==> config.mk <==
export PLATFORM = sky130hd
export DESIGN_NAME = pfir3_block
export DESIGN_NICKNAME = d
export VERILOG_FILES = /design/src/rtl/pfir3_pkg.sv /design/src/rtl/pfir3_tap_lane.sv /design/src/rtl/pfir3_blk_delay.sv /design/src/rtl/pfir3_out_stage.sv /design/src/rtl/pfir3_block.sv
export SDC_FILE = /design/constraint.sdc
export NUM_CORES = 1
export LEC_CHECK = 0
export ABC_AREA = 1
export ABC_CLOCK_PERIOD_IN_PS = 11700
export BUFFER_PORTS_ARGS = -buffer_cell sky130_fd_sc_hd__buf_2
export CAP_MARGIN = 15
export CORE_ASPECT_RATIO = 1.75
export CORE_MARGIN = 8
export CORE_UTILIZATION = 69
export CTS_CLUSTER_SIZE = 20
export DETAILED_ROUTE_END_ITERATION = 6
export PLACE_DENSITY = 0.9
export SYNTH_ARGS = -nofsm -noshare
export SYNTH_HDL_FRONTEND = slang
export SYNTH_HIERARCHICAL = 1
export SYNTH_SLANG_ARGS = --single-unit
==> constraint.sdc <==
create_clock -name clk -period 11.7 [get_ports clk]
set_clock_uncertainty 0.1 [all_clocks]
set_input_delay 1.17 -clock clk [delete_from_list [all_inputs] [get_ports clk]]
set_output_delay 1.17 -clock clk [all_outputs]
set_load 0.1 [all_outputs]
==> src/rtl/pfir3_pkg.sv <==
package pfir3_pkg;

    // Default geometry of the three-lane block filter.
    localparam int DFLT_DATA_W = 16;
    localparam int DFLT_COEF_W = 16;
    localparam int DFLT_LANES  = 3;
    localparam int DFLT_TAPS   = 3;

    // Width that holds a sum of taps exact products without overflow.
    function automatic int acc_width(input int dw, input int cw, input int taps);
        return dw + cw + $clog2(taps);
    endfunction

endpackage

==> src/rtl/pfir3_tap_lane.sv <==
// One replica of the single-sample datapath: a multiplier per tap and an adder chain.
module pfir3_tap_lane #(
    parameter int DATA_W = 16,
    parameter int COEF_W = 16,
    parameter int TAPS   = 3,
    parameter int OUT_W  = 34,
    parameter logic [TAPS*COEF_W-1:0] COEFS = '0
) (
    input  logic [TAPS*DATA_W-1:0] win,   // tap t holds x(n-t)
    output logic [OUT_W-1:0]       y
);
    localparam int PROD_W = DATA_W + COEF_W;

    logic signed [PROD_W-1:0] prod [TAPS];

    for (genvar t = 0; t < TAPS; t++) begin : g_tap
        logic signed [DATA_W-1:0] xs;
        logic signed [COEF_W-1:0] cs;
        assign xs = win[t*DATA_W +: DATA_W];
        assign cs = COEFS[t*COEF_W +: COEF_W];
        assign prod[t] = xs * cs;
    end

    always_comb begin
        y = '0;
        for (int t = 0; t < TAPS; t++) begin
            y = y + {{(OUT_W-PROD_W){prod[t][PROD_W-1]}}, prod[t]};
        end
    end

endmodule

==> src/rtl/pfir3_blk_delay.sv <==
// Block delay: one register step moves time by LANES samples. Only the newest
// HIST samples of each block are kept, because no tap reaches further back.
module pfir3_blk_delay #(
    parameter int DATA_W = 16,
    parameter int LANES  = 3,
    parameter int HIST   = 2
) (
    input  logic                     clk,
    input  logic                     rst,
    input  logic                     load,
    input  logic [LANES*DATA_W-1:0]  din,
    output logic [HIST*DATA_W-1:0]   dout
);
    typedef struct packed {
        logic [HIST-1:0][DATA_W-1:0] smp;
    } dly_state_t;

    dly_state_t st_d, st_q;

    always_comb begin
        st_d = st_q;
        if (load) begin
            for (int h = 0; h < HIST; h++) begin
                st_d.smp[h] = din[(LANES-HIST+h)*DATA_W +: DATA_W];
            end
        end
    end

    always_ff @(posedge clk) begin
        if (rst) st_q <= '0;
        else     st_q <= st_d;
    end

    assign dout = st_q.smp;

    AST_HIST_HOLD: assert property (@(posedge clk) disable iff (rst)
        !load |=> $stable(dout));
    AST_HIST_LOAD: assert property (@(posedge clk) disable iff (rst)
        load |=> dout == $past(din[LANES*DATA_W-1 -: HIST*DATA_W]));
    AST_HIST_RESET: assert property (@(posedge clk) disable iff (rst)
        $fell(rst) |-> dout == '0);

endmodule

==> src/rtl/pfir3_out_stage.sv <==
// Registered output: lane results and their valid flag.
module pfir3_out_stage #(
    parameter int LANES = 3,
    parameter int OUT_W = 34
) (
    input  logic                    clk,
    input  logic                    rst,
    input  logic                    load,
    input  logic [LANES*OUT_W-1:0]  y_in,
    output logic                    vld_out,
    output logic [LANES*OUT_W-1:0]  y_out
);
    typedef struct packed {
        logic                         vld;
        logic [LANES-1:0][OUT_W-1:0]  y;
    } out_state_t;

    out_state_t st_d, st_q;

    always_comb begin
        st_d     = st_q;
        st_d.vld = load;
        if (load) st_d.y = y_in;
    end

    always_ff @(posedge clk) begin
        if (rst) st_q <= '0;
        else     st_q <= st_d;
    end

    assign vld_out = st_q.vld;
    assign y_out   = st_q.y;

    AST_VALID_LATENCY: assert property (@(posedge clk) disable iff (rst)
        load |=> vld_out);
    AST_IDLE_NO_VALID: assert property (@(posedge clk) disable iff (rst)
        !load |=> !vld_out);
    AST_OUT_HOLD: assert property (@(posedge clk) disable iff (rst)
        !load |=> $stable(y_out));
    AST_OUT_RESET: assert property (@(posedge clk) disable iff (rst)
        $fell(rst) |-> (!vld_out && y_out == '0));

endmodule

==> src/rtl/pfir3_block.sv <==
// Three-lane block FIR: LANES samples in and LANES results out every clock.
module pfir3_block
    import pfir3_pkg::*;
#(
    parameter int DATA_W = DFLT_DATA_W,
    parameter int COEF_W = DFLT_COEF_W,
    parameter int LANES  = DFLT_LANES,
    parameter logic signed [COEF_W-1:0] COEF_A = 16'sd3,
    parameter logic signed [COEF_W-1:0] COEF_B = -16'sd5,
    parameter logic signed [COEF_W-1:0] COEF_C = 16'sd7,
    localparam int TAPS  = DFLT_TAPS,
    localparam int HIST  = TAPS - 1,
    localparam int OUT_W = acc_width(DATA_W, COEF_W, TAPS)
) (
    input  logic                    clk,
    input  logic                    rst,
    input  logic                    in_valid,
    input  logic [LANES*DATA_W-1:0] in_data,
    output logic                    out_valid,
    output logic [LANES*OUT_W-1:0]  out_data
);
    localparam int EXT_N = HIST + LANES;
    localparam logic [TAPS*COEF_W-1:0] COEF_VEC = {COEF_C, COEF_B, COEF_A};

    logic [HIST*DATA_W-1:0]  hist;
    logic [EXT_N*DATA_W-1:0] ext;      // index HIST+j holds x(3k+j)
    logic [LANES*OUT_W-1:0]  lane_y;

    assign ext = {in_data, hist};

    pfir3_blk_delay #(
        .DATA_W (DATA_W),
        .LANES  (LANES),
        .HIST   (HIST)
    ) u_dly (
        .clk  (clk),
        .rst  (rst),
        .load (in_valid),
        .din  (in_data),
        .dout (hist)
    );

    for (genvar i = 0; i < LANES; i++) begin : g_lane
        logic [TAPS*DATA_W-1:0] win;
        for (genvar t = 0; t < TAPS; t++) begin : g_win
            assign win[t*DATA_W +: DATA_W] = ext[(HIST+i-t)*DATA_W +: DATA_W];
        end
        pfir3_tap_lane #(
            .DATA_W (DATA_W),
            .COEF_W (COEF_W),
            .TAPS   (TAPS),
            .OUT_W  (OUT_W),
            .COEFS  (COEF_VEC)
        ) u_lane (
            .win (win),
            .y   (lane_y[i*OUT_W +: OUT_W])
        );
    end

    pfir3_out_stage #(
        .LANES (LANES),
        .OUT_W (OUT_W)
    ) u_out (
        .clk     (clk),
        .rst     (rst),
        .load    (in_valid),
        .y_in    (lane_y),
        .vld_out (out_valid),
        .y_out   (out_data)
    );

endmodule

# After elaboration in Yosys (flattened, before gate mapping)
# Index checks and enable logic that the tools add are counted.
# totals
wordCells	21
output_inout_bits	103
in_bits	51
regBits	135
# op_classes
addsub	6
multipliers	9
# ops
cell	count
$mul 16x4->20 const B	6
$add 34x34->34	3
$add 19x20->21	3
$mul 16x3->19 const B	3

# Logic depth before layout (Yosys ltp)
# Gate-level depths: netlist of the first run.
# depth
depth_word	3
mapped_depth	25
ltp_nobuf	24

# Modules after synthesis
# Netlist of the first run, hierarchy kept.
# by_module_without_submodules
mod	instances	cells_each	area_per_inst_um2	seq_area_each_um2
pfir3_tap_lane at g_lane[0].u_lane	1	614	4862.2	0.0
pfir3_tap_lane at g_lane[2].u_lane	1	589	4814.6	0.0
pfir3_tap_lane at g_lane[1].u_lane	1	591	4800.9	0.0
pfir3_out_stage	1	650	4251.6	2062.0
pfir3_blk_delay	1	203	1338.8	640.6

# Worst setup path before layout of the first run
# No wires, ideal clock.
# synth_timing
kind	input to register
from	input in_data[1]
to	register u_out.st_q (netlist bit u_out/y_out[100])
setup_time_ps	118
required_ps	11482
cell_stages	22
slack_ps	6347
path_buffers	1
t_arrival_ps	5135
cell_sequence	fa_1 inv_1 fa_1 inv_1 fa_1 fa_1 inv_1 fa_1 inv_1 ha_1 nand3_2 nand3_2 nand3_1 nand3_1 nand2_1 nand3_1 nand2_1 buf_4 inv_1 nand2_1 nand2_1 nor2_1
# synth_via
elab_chain_cells	2
# synth_lines
item	line	text
start, declared	pfir3_block.sv:18	input logic [LANES*DATA_W-1:0] in_data,
$mul 16x4->20	pfir3_tap_lane.sv:21	assign prod[t] = xs * cs;
$add 34x34->34	pfir3_tap_lane.sv:27	y = y + {{(OUT_W-PROD_W){prod[t][PROD_W-1]}}, prod[t]};
named net lane_y[100]	pfir3_block.sv:27	logic [LANES*OUT_W-1:0] lane_y;
end signal, assigned	pfir3_out_stage.sv:28	else st_q <= st_d;
end, declared	pfir3_out_stage.sv:18	out_state_t st_d, st_q;
# The timed path passes the listed nets, and every way through them passes these cells.
# A chain may end at the register's enable or synchronous reset.

# Worst setup path in the final report of the first run
# layout_timing
from	input in_data[15]
to	register u_out.st_q (netlist bit u_out/y_out[57])
# layout_via
elab_chain_cells	3
# layout_lines
item	line
$mul 16x4->20	pfir3_tap_lane.sv:21
$add 19x20->21	pfir3_tap_lane.sv:27
$add 34x34->34	pfir3_tap_lane.sv:27
# No other way between the ends.

==> metrics.md, run 1 <==
| Metric | Value |
|---|---|
| Area contributors post-synth | `fa_1, ha_1, inv_1` |
| Ys Warns | `6` |
| Data required, critical path | `11,990 ps` |
| Total CTS buffers | `17` |
| Synth Instances | `2,647` |
| Wire length per cell | `15.7 µm` |
| Placed Cells incl. Taps | `3,097` |
| Worst EP arrival | `5940 ps` |
| Register area share after synthesis | `13.5%` |
| Via count | `16,200` |
| Reg2reg end | `u_out/y_out[28]` |
| Antenna-violating nets left | `0` |
| Fillers | `2,136` |
| Synth top area share | `29.6%` |
| Clk_lat worst skew | `460 ps` |
| First-pass GRT wire length | `82,800 µm` |
| Finished Layout Cells | `3,136` |
| Cts hold-fix bufs | `0` |
| Fin crit share | `48.3%` |
| Hpwl dp | `40,200 µm` |
| Synth Register Bits | `135` |
| Status | `complete, no violations` |
| Vias in the first global route | `17,700` |
| Hold path startpoint | `u_out/y_out[93]` |
| Hold_ws | `367 ps` |
| Final min period | `5650 ps` |
| Clock transition at the registers of the reported paths | `60 ps` |
| Crit path launch type | `input pin` |
| Hold EP | `u_out/y_out[93]` |
| Reg2Reg Setup Slack | `6260 ps` |
| H-tree Lvls | `4` |
| Nets | `3,339` |
| Most frequent cells in the layout | `inv_1, nand2_1, nor2_1, fa_1, ha_1` |
| Crit. End Element | `flop` |
| Library cells used by synthesis | `28` |
| GRT Residual Overflow | `0` |
| Largest net degree at the start of global routing | `155` |
| # DRC | `0` |
| Fin. Hold Viols | `0` |
| Hold path depth | `2` |
| CP max FO | `26` |
| Root Driver | `clkbuf_16` |
| Layout area overhead | `6.04%` |
| Fmax | `177 MHz` |
| Sink Count | `135` |
| DRT iter0 DRCs | `990` |
| Share of layout cells above drive strength 1 | `8.50%` |
| Max-slew violations | `0` |
| CTS tree | `done` |
| Hold Crit Class | `flop to flop` |
| # port buffers | `153` |
| Rows | `82` |
| Initial antenna violation count | `4` |
| Setup TNS | `0 ps` |
| Area of the core | `28,600 µm²` |
| RR Startpoint | `u_dly/dout[31]` |
| EDFF count, synth | `0` |
| Avg Inst Size Synth | `7.58 µm²` |
| Die H | `242 µm` |
| Total global-route track usage | `29.3%` |
| WS Path Type | `input pin to flop` |
| Worst-Margin Slew | `1050 ps` |
| Starting Density | `70.1%` |
| Final wirelength | `49,100 µm` |
| Setup repair after global routing missed its margin | `false` |
| Post-Syn Area | `20,100 µm²` |
| Async SR Flop Fraction | `0%` |
| Max-Cap Viols | `0` |
| Placer Congestion | `0.945` |
| Post-CTS setup buffers | `0` |
| Commonest non-fill, non-tap cell in the layout | `inv_1` |
| Setup violations, final | `0` |
| Die Footprint | `35,000 µm²` |
| Syn Nets | `3,247` |
| Cell taking the most area after synthesis | `fa_1` |
| Post-synth top flop | `dfxtp_1` |
| Clock Path Buffers | `2` |
| DR vias/cell | `5.17` |
| Resized Gates After CTS | `0` |
| I/O pin cnt | `154` |
| TritonRoute pass-1 iters | `7` |
| Worst-case reg-to-reg path depth | `22` |
| Slew headroom | `30.2%` |
| Die width | `145 µm` |
[critical path, stage by stage]
cell and delay (ps):
buf_2 500, inv_1 180, ha_1 330, inv_1 50, fa_1 390, fa_1 540, inv_1 50, fa_1 480
inv_1 50, fa_1 440, ha_1 400, nand4_1 180, nor2_2 180, nand3b_1 90, nand3_1 90, nand2_1 60
nand2_1 390, inv_1 80, nand2_1 80, nand2_1 70, nor2_1 110
[layer usage]
metal	wire (µm)	track usage [%]	share of wire (%)	vias to the layer above
li1	-	-	-	7712
met1	16600	28.2	34	7621
met2	26300	53.5	53	596
met3	2200	5.03	4.5	276
met4	4100	24.7	8.4	0
met5	0	0	0	-
[synth_stat cells, types with 4 or more instances]
library cell    n
xnor2_1         6
xor2_1         32
buf_4          44
o21ai_0        10
and2_1          8
buf_6          20
nor2_2         15
nand3_1        59
fa_1          297
nor2_1        322
o21bai_1        6
buf_2          17
nand3b_1        4
nand2_2        10
ha_1          252
dfxtp_1       135
inv_1         773
nand2_1       564
nand3_2        10
a21oi_1        46
[sequential cells by signal (all words and copies together), names as in the netlist]
| name | count |
|---|---|
| u_dly/dout | 32 |
| u_out/vld_out | 1 |
| u_out/y_out | 102 |
[through the flow]
step | utilization [%] | setup slack, ps | instance area [µm²]
5_1_grt | 74.3 | 5700 | 21300
6_report | 74.3 | 6050 | 21300
3_3_place_gp | 72.3 | 5760 | 20700
3_5_place_dp | 72.3 | 5650 | 20700
2_1_floorplan | - | 6350 | 20100
4_1_cts | 74.2 | 6130 | 21200
[logic make-up after synthesis]
family	count (synthesis)	synth area share (%)
compound gates	63	1.66
simple gates	1003	20.1
buf+inv	859	17.7
fa+ha+maj	549	45.3
xor+xnor	38	1.66
flops	135	13.5
[area by class of cell]
class / instances / area, µm² / area share (%)
multi-input combinational: 1653 / 13800 / 64.9
antenna: 6 / 15.0 / 0.0706
clock buffer: 18 / 439 / 2.06
timing repair buffer: 156 / 817 / 3.84
inverter: 776 / 2910 / 13.7
tap: 378 / 473 / 2.22
sequential: 135 / 2700 / 12.7
clock inverter: 14 / 115 / 0.541
[worst max path at each step]
stage,from,end,slack [ps],depth (start not counted)
CTS,in_data[15],u_out/y_out[56],6130,21
global route,in_data[15],u_out/y_out[65],5700,21
global placement,in_data[15],u_out/y_out[67],5760,21
floorplan,in_data[1],u_out/y_out[100],6350,22
finish,in_data[15],u_out/y_out[57],6050,21
detailed placement,in_data[15],u_out/y_out[55],5650,21
Power of run 1 is left out: the tool's default activity adds up to more than one toggle a clock period on the data nets, which glitch-free logic cannot reach.
==> inputs of run 2 (changes only) <==
--- a/config.mk
+++ b/config.mk
@@ -5,16 +5,16 @@
 export SDC_FILE = /design/constraint.sdc
 export NUM_CORES = 1
 export LEC_CHECK = 0
-export ABC_AREA = 1
-export ABC_CLOCK_PERIOD_IN_PS = 11700
+export ABC_AREA = 0
+export ABC_CLOCK_PERIOD_IN_PS = 5000
 export BUFFER_PORTS_ARGS = -buffer_cell sky130_fd_sc_hd__buf_2
 export CAP_MARGIN = 15
 export CORE_ASPECT_RATIO = 1.75
 export CORE_MARGIN = 8
-export CORE_UTILIZATION = 69
+export CORE_UTILIZATION = 57
 export CTS_CLUSTER_SIZE = 20
 export DETAILED_ROUTE_END_ITERATION = 6
-export PLACE_DENSITY = 0.9
+export PLACE_DENSITY = 0.8
 export SYNTH_ARGS = -nofsm -noshare
 export SYNTH_HDL_FRONTEND = slang
 export SYNTH_HIERARCHICAL = 1
==> constraint.sdc (replaced) <==
create_clock -name clk -period 5 [get_ports clk]
set_clock_uncertainty 0.1 [all_clocks]
set_input_delay 0.5 -clock clk [delete_from_list [all_inputs] [get_ports clk]]
set_output_delay 0.5 -clock clk [all_outputs]
set_load 0.1 [all_outputs]
==> metrics.md, run 2 <==
| Metric | Value |
|---|---|
| DP Area | `20,700 µm² (about the same)` |
| TritonRoute pass-1 iters | `5 (-2)` |
| Most frequent cells in the layout | `inv_1, fa_1, ha_1, buf_4, nor2_1` |
| Total global-route track usage | `24.1% (-5.3 points)` |
| Area contributors post-synth | `fa_1, ha_1, dfxtp_1` |
| Starting Density | `57.7% (-12 points)` |
| H-tree Lvls | `4 (unchanged)` |
| First-pass GRT wire length | `73,600 µm (-11%)` |
| Sink Count | `135 (unchanged)` |
| Share of layout cells above drive strength 1 | `21.8% (+13 points)` |
| WS Path Type | `flop to flop` |
| Nets | `2,803 (-16%)` |
| Antenna-violating nets left | `0 (unchanged)` |
| Post-Syn Area | `18,500 µm² (-7.7%)` |
| # DRC | `0 (unchanged)` |
| RR Startpoint | `u_dly/dout[1]` |
| Syn Nets | `2,499 (-23%)` |
| Synth top area share | `32.1% (+2.5 points)` |
| DR vias/cell | `5.20 (+0.69%)` |
| Library cells used by synthesis | `70 (+150%)` |
| Hold path startpoint | `in_data[41]` |
| Total CTS buffers | `17 (unchanged)` |
| # port buffers | `153 (unchanged)` |
| Worst-case reg-to-reg path depth | `20 (-9.1%)` |
| Cell with the most instances after synthesis | `inv_1` |
| Clock transition at the registers of the reported paths | `70 ps (about the same)` |
| Max-Cap Viols | `0 (unchanged)` |
| Area of the core | `32,100 µm² (+12%)` |
| Max-slew violations | `0 (unchanged)` |
| Setup repair after global routing missed its margin | `true` |
| Critical path startpoint | `u_dly/dout[1]` |
| Max reg flops | `102 (unchanged)` |
| Avg Inst Size Synth | `9.75 µm² (+29%)` |
| Fmax | `188 MHz` |
| Layout area overhead | `18.5%` |
| Rows | `87 (+6.1%)` |
| Slew headroom | `18.4% (-12 points)` |
| Failing checks | `negative setup slack` |
| Post-synth top flop | `dfxtp_1` |
| Via count | `13,600 (-16%)` |
| Largest net degree at the start of global routing | `94 (-39%)` |
| GRT Residual Overflow | `0 (unchanged)` |
| Placed Cells incl. Taps | `2,565 (-17%)` |
| Worst EP arrival | `5580 ps (-360 ps)` |
| Initial antenna violation count | `2 (-2)` |
| Hold EP | `u_dly/dout[25]` |
| Ys Warns | `6 (unchanged)` |
| Crit path launch type | `flop` |
| Hpwl dp | `36,900 µm (-8.3%)` |
| Reg2reg end | `u_out/y_out[32]` |
| Register Area | `2730 µm² (+1.2%)` |
| Setup TNS | `-6670 ps (-6670 ps)` |
| Clk_lat worst skew | `450 ps (about the same)` |
| EDFF count, synth | `0 (unchanged)` |
| Crit. End Element | `flop` |
| Final min period | `5310 ps` |
| Multi-input logic area | `13,700 µm² (-0.76%)` |
| DRT iter0 DRCs | `546 (-45%)` |
| Setup slack after layout | `-306 ps (-6360 ps)` |
| Fin. Hold Viols | `0 (unchanged)` |
| Register area share after synthesis | `14.6% (+1.1 points)` |
| Hold path depth | `3 (+1)` |
| CTS tree | `done` |
| Vias in the first global route | `15,300 (-13%)` |
| Die width | `152 µm (+5.1%)` |
| Wire length per cell | `17.3 µm (+10%)` |
| Finished Layout Cells | `2,618 (-17%)` |
| Setup violations, final | `31 (+31)` |
| Final wirelength | `45,200 µm (-8.0%)` |
| Root Driver | `clkbuf_16` |
| Clock Path Buffers | `2 (unchanged)` |
| Final Cell Area | `21,900 µm² (+3.1%)` |
| I/O pin cnt | `154 (unchanged)` |
| Synth Register Bits | `135 (unchanged)` |
| Fin crit share | `106%` |
| Async SR Flop Fraction | `0% (unchanged)` |
| Commonest non-fill, non-tap cell in the layout | `inv_1` |
| Fillers | `2,310 (+8.1%)` |
| Die Footprint | `38,700 µm² (+11%)` |
| Worst-Margin Slew | `1220 ps (+167 ps)` |
| Placer Congestion | `0.920 (-2.7%)` |
| Status | `finished with violations` |
| Hold_ws | `221 ps (-146 ps)` |
| Die H | `254 µm (+5.3%)` |
| CP max FO | `12 (-54%)` |
| Cell taking the most area after synthesis | `fa_1` |
| Data required, critical path | `5270 ps (-6720 ps)` |
| Synth Instances | `1,899 (-28%)` |
| Reg2Reg Setup Slack | `-310 ps (-6570 ps)` |
| Hold Crit Class | `input pin to flop` |
| Commonest cells in the netlist | `inv_1, fa_1, ha_1` |
## run 2: worst max-delay path, cell delays in order, from the launching register on
cell	delay, ps
dfxtp_2	330
fa_1	560
inv_2	40
fa_1	490
inv_2	50
fa_1	500
fa_1	550
inv_1	50
fa_1	500
inv_1	50
ha_1	300
a21oi_2	170
nand4b_1	180
a21oi_2	90
o31a_1	320
buf_4	170
and4_4	180
nor3_4	210
buf_12	180
mux2i_1	90
nor2_1	120
## run 2: per-stage QoR
step / worst slack, ps / util [%]
after floorplan: 2.64 / -
after global placement: -373 / 64.4
after detailed placement: -471 / 64.4
after CTS: -305 / 67.2
after global routing: -512 / 68.3
final: -306 / 68.3
## run 2: area by class of cell
| cell class | count | share of cell area (%) |
|---|---|---|
| sequential | 135 | 12.5 |
| timing repair buffer | 354 | 10.9 |
| inverter | 531 | 9.08 |
| antenna | 2 | 0.0228 |
| clock inverter | 14 | 0.810 |
| clock buffer | 18 | 2.00 |
| multi-input combinational | 1164 | 62.4 |
| tap | 400 | 2.28 |
## run 2: how the worst max path moves through the flow
stage                            endpoint  slack, ps  depth (start not counted)
after global routing      u_out/y_out[32]       -510                         20
final                     u_out/y_out[32]       -310                         20
after floorplan           u_out/y_out[22]          3                         19
after global placement    u_out/y_out[65]       -370                         21
after detailed placement  u_out/y_out[65]       -470                         20
after CTS                 u_out/y_out[32]       -300                         19
## run 2: cell families after synthesis
group | share of synthesized area (%)
buf+inv | 14.0
fa+ha+maj | 49.1
simple gates | 5.91
compound gates | 5.79
flops | 14.6
mux | 7.24
xor+xnor | 3.30
## run 2: timing repair
| item | CTS | global route |
|---|---|---|
| setup buffers | 12 | 13 |
| cloned | 1 | 0 |
| hold buffers | 0 | 0 |
| endpoints found under the setup margin | 47 | 66 |
| resized for setup | 37 | 57 |
| pin swaps | 24 | 53 |
## run 2: layer usage
metal  share of wire (%)  global-route usage, %  up-vias
li1                    -                      -     6390
met1                  34                   23.1     6747
met2                  56                   46.9      327
met3                 3.8                   3.77      158
met4                 6.2                   15.8        0
met5                   0                      0        -
Power of run 2 is left out for the same reason.
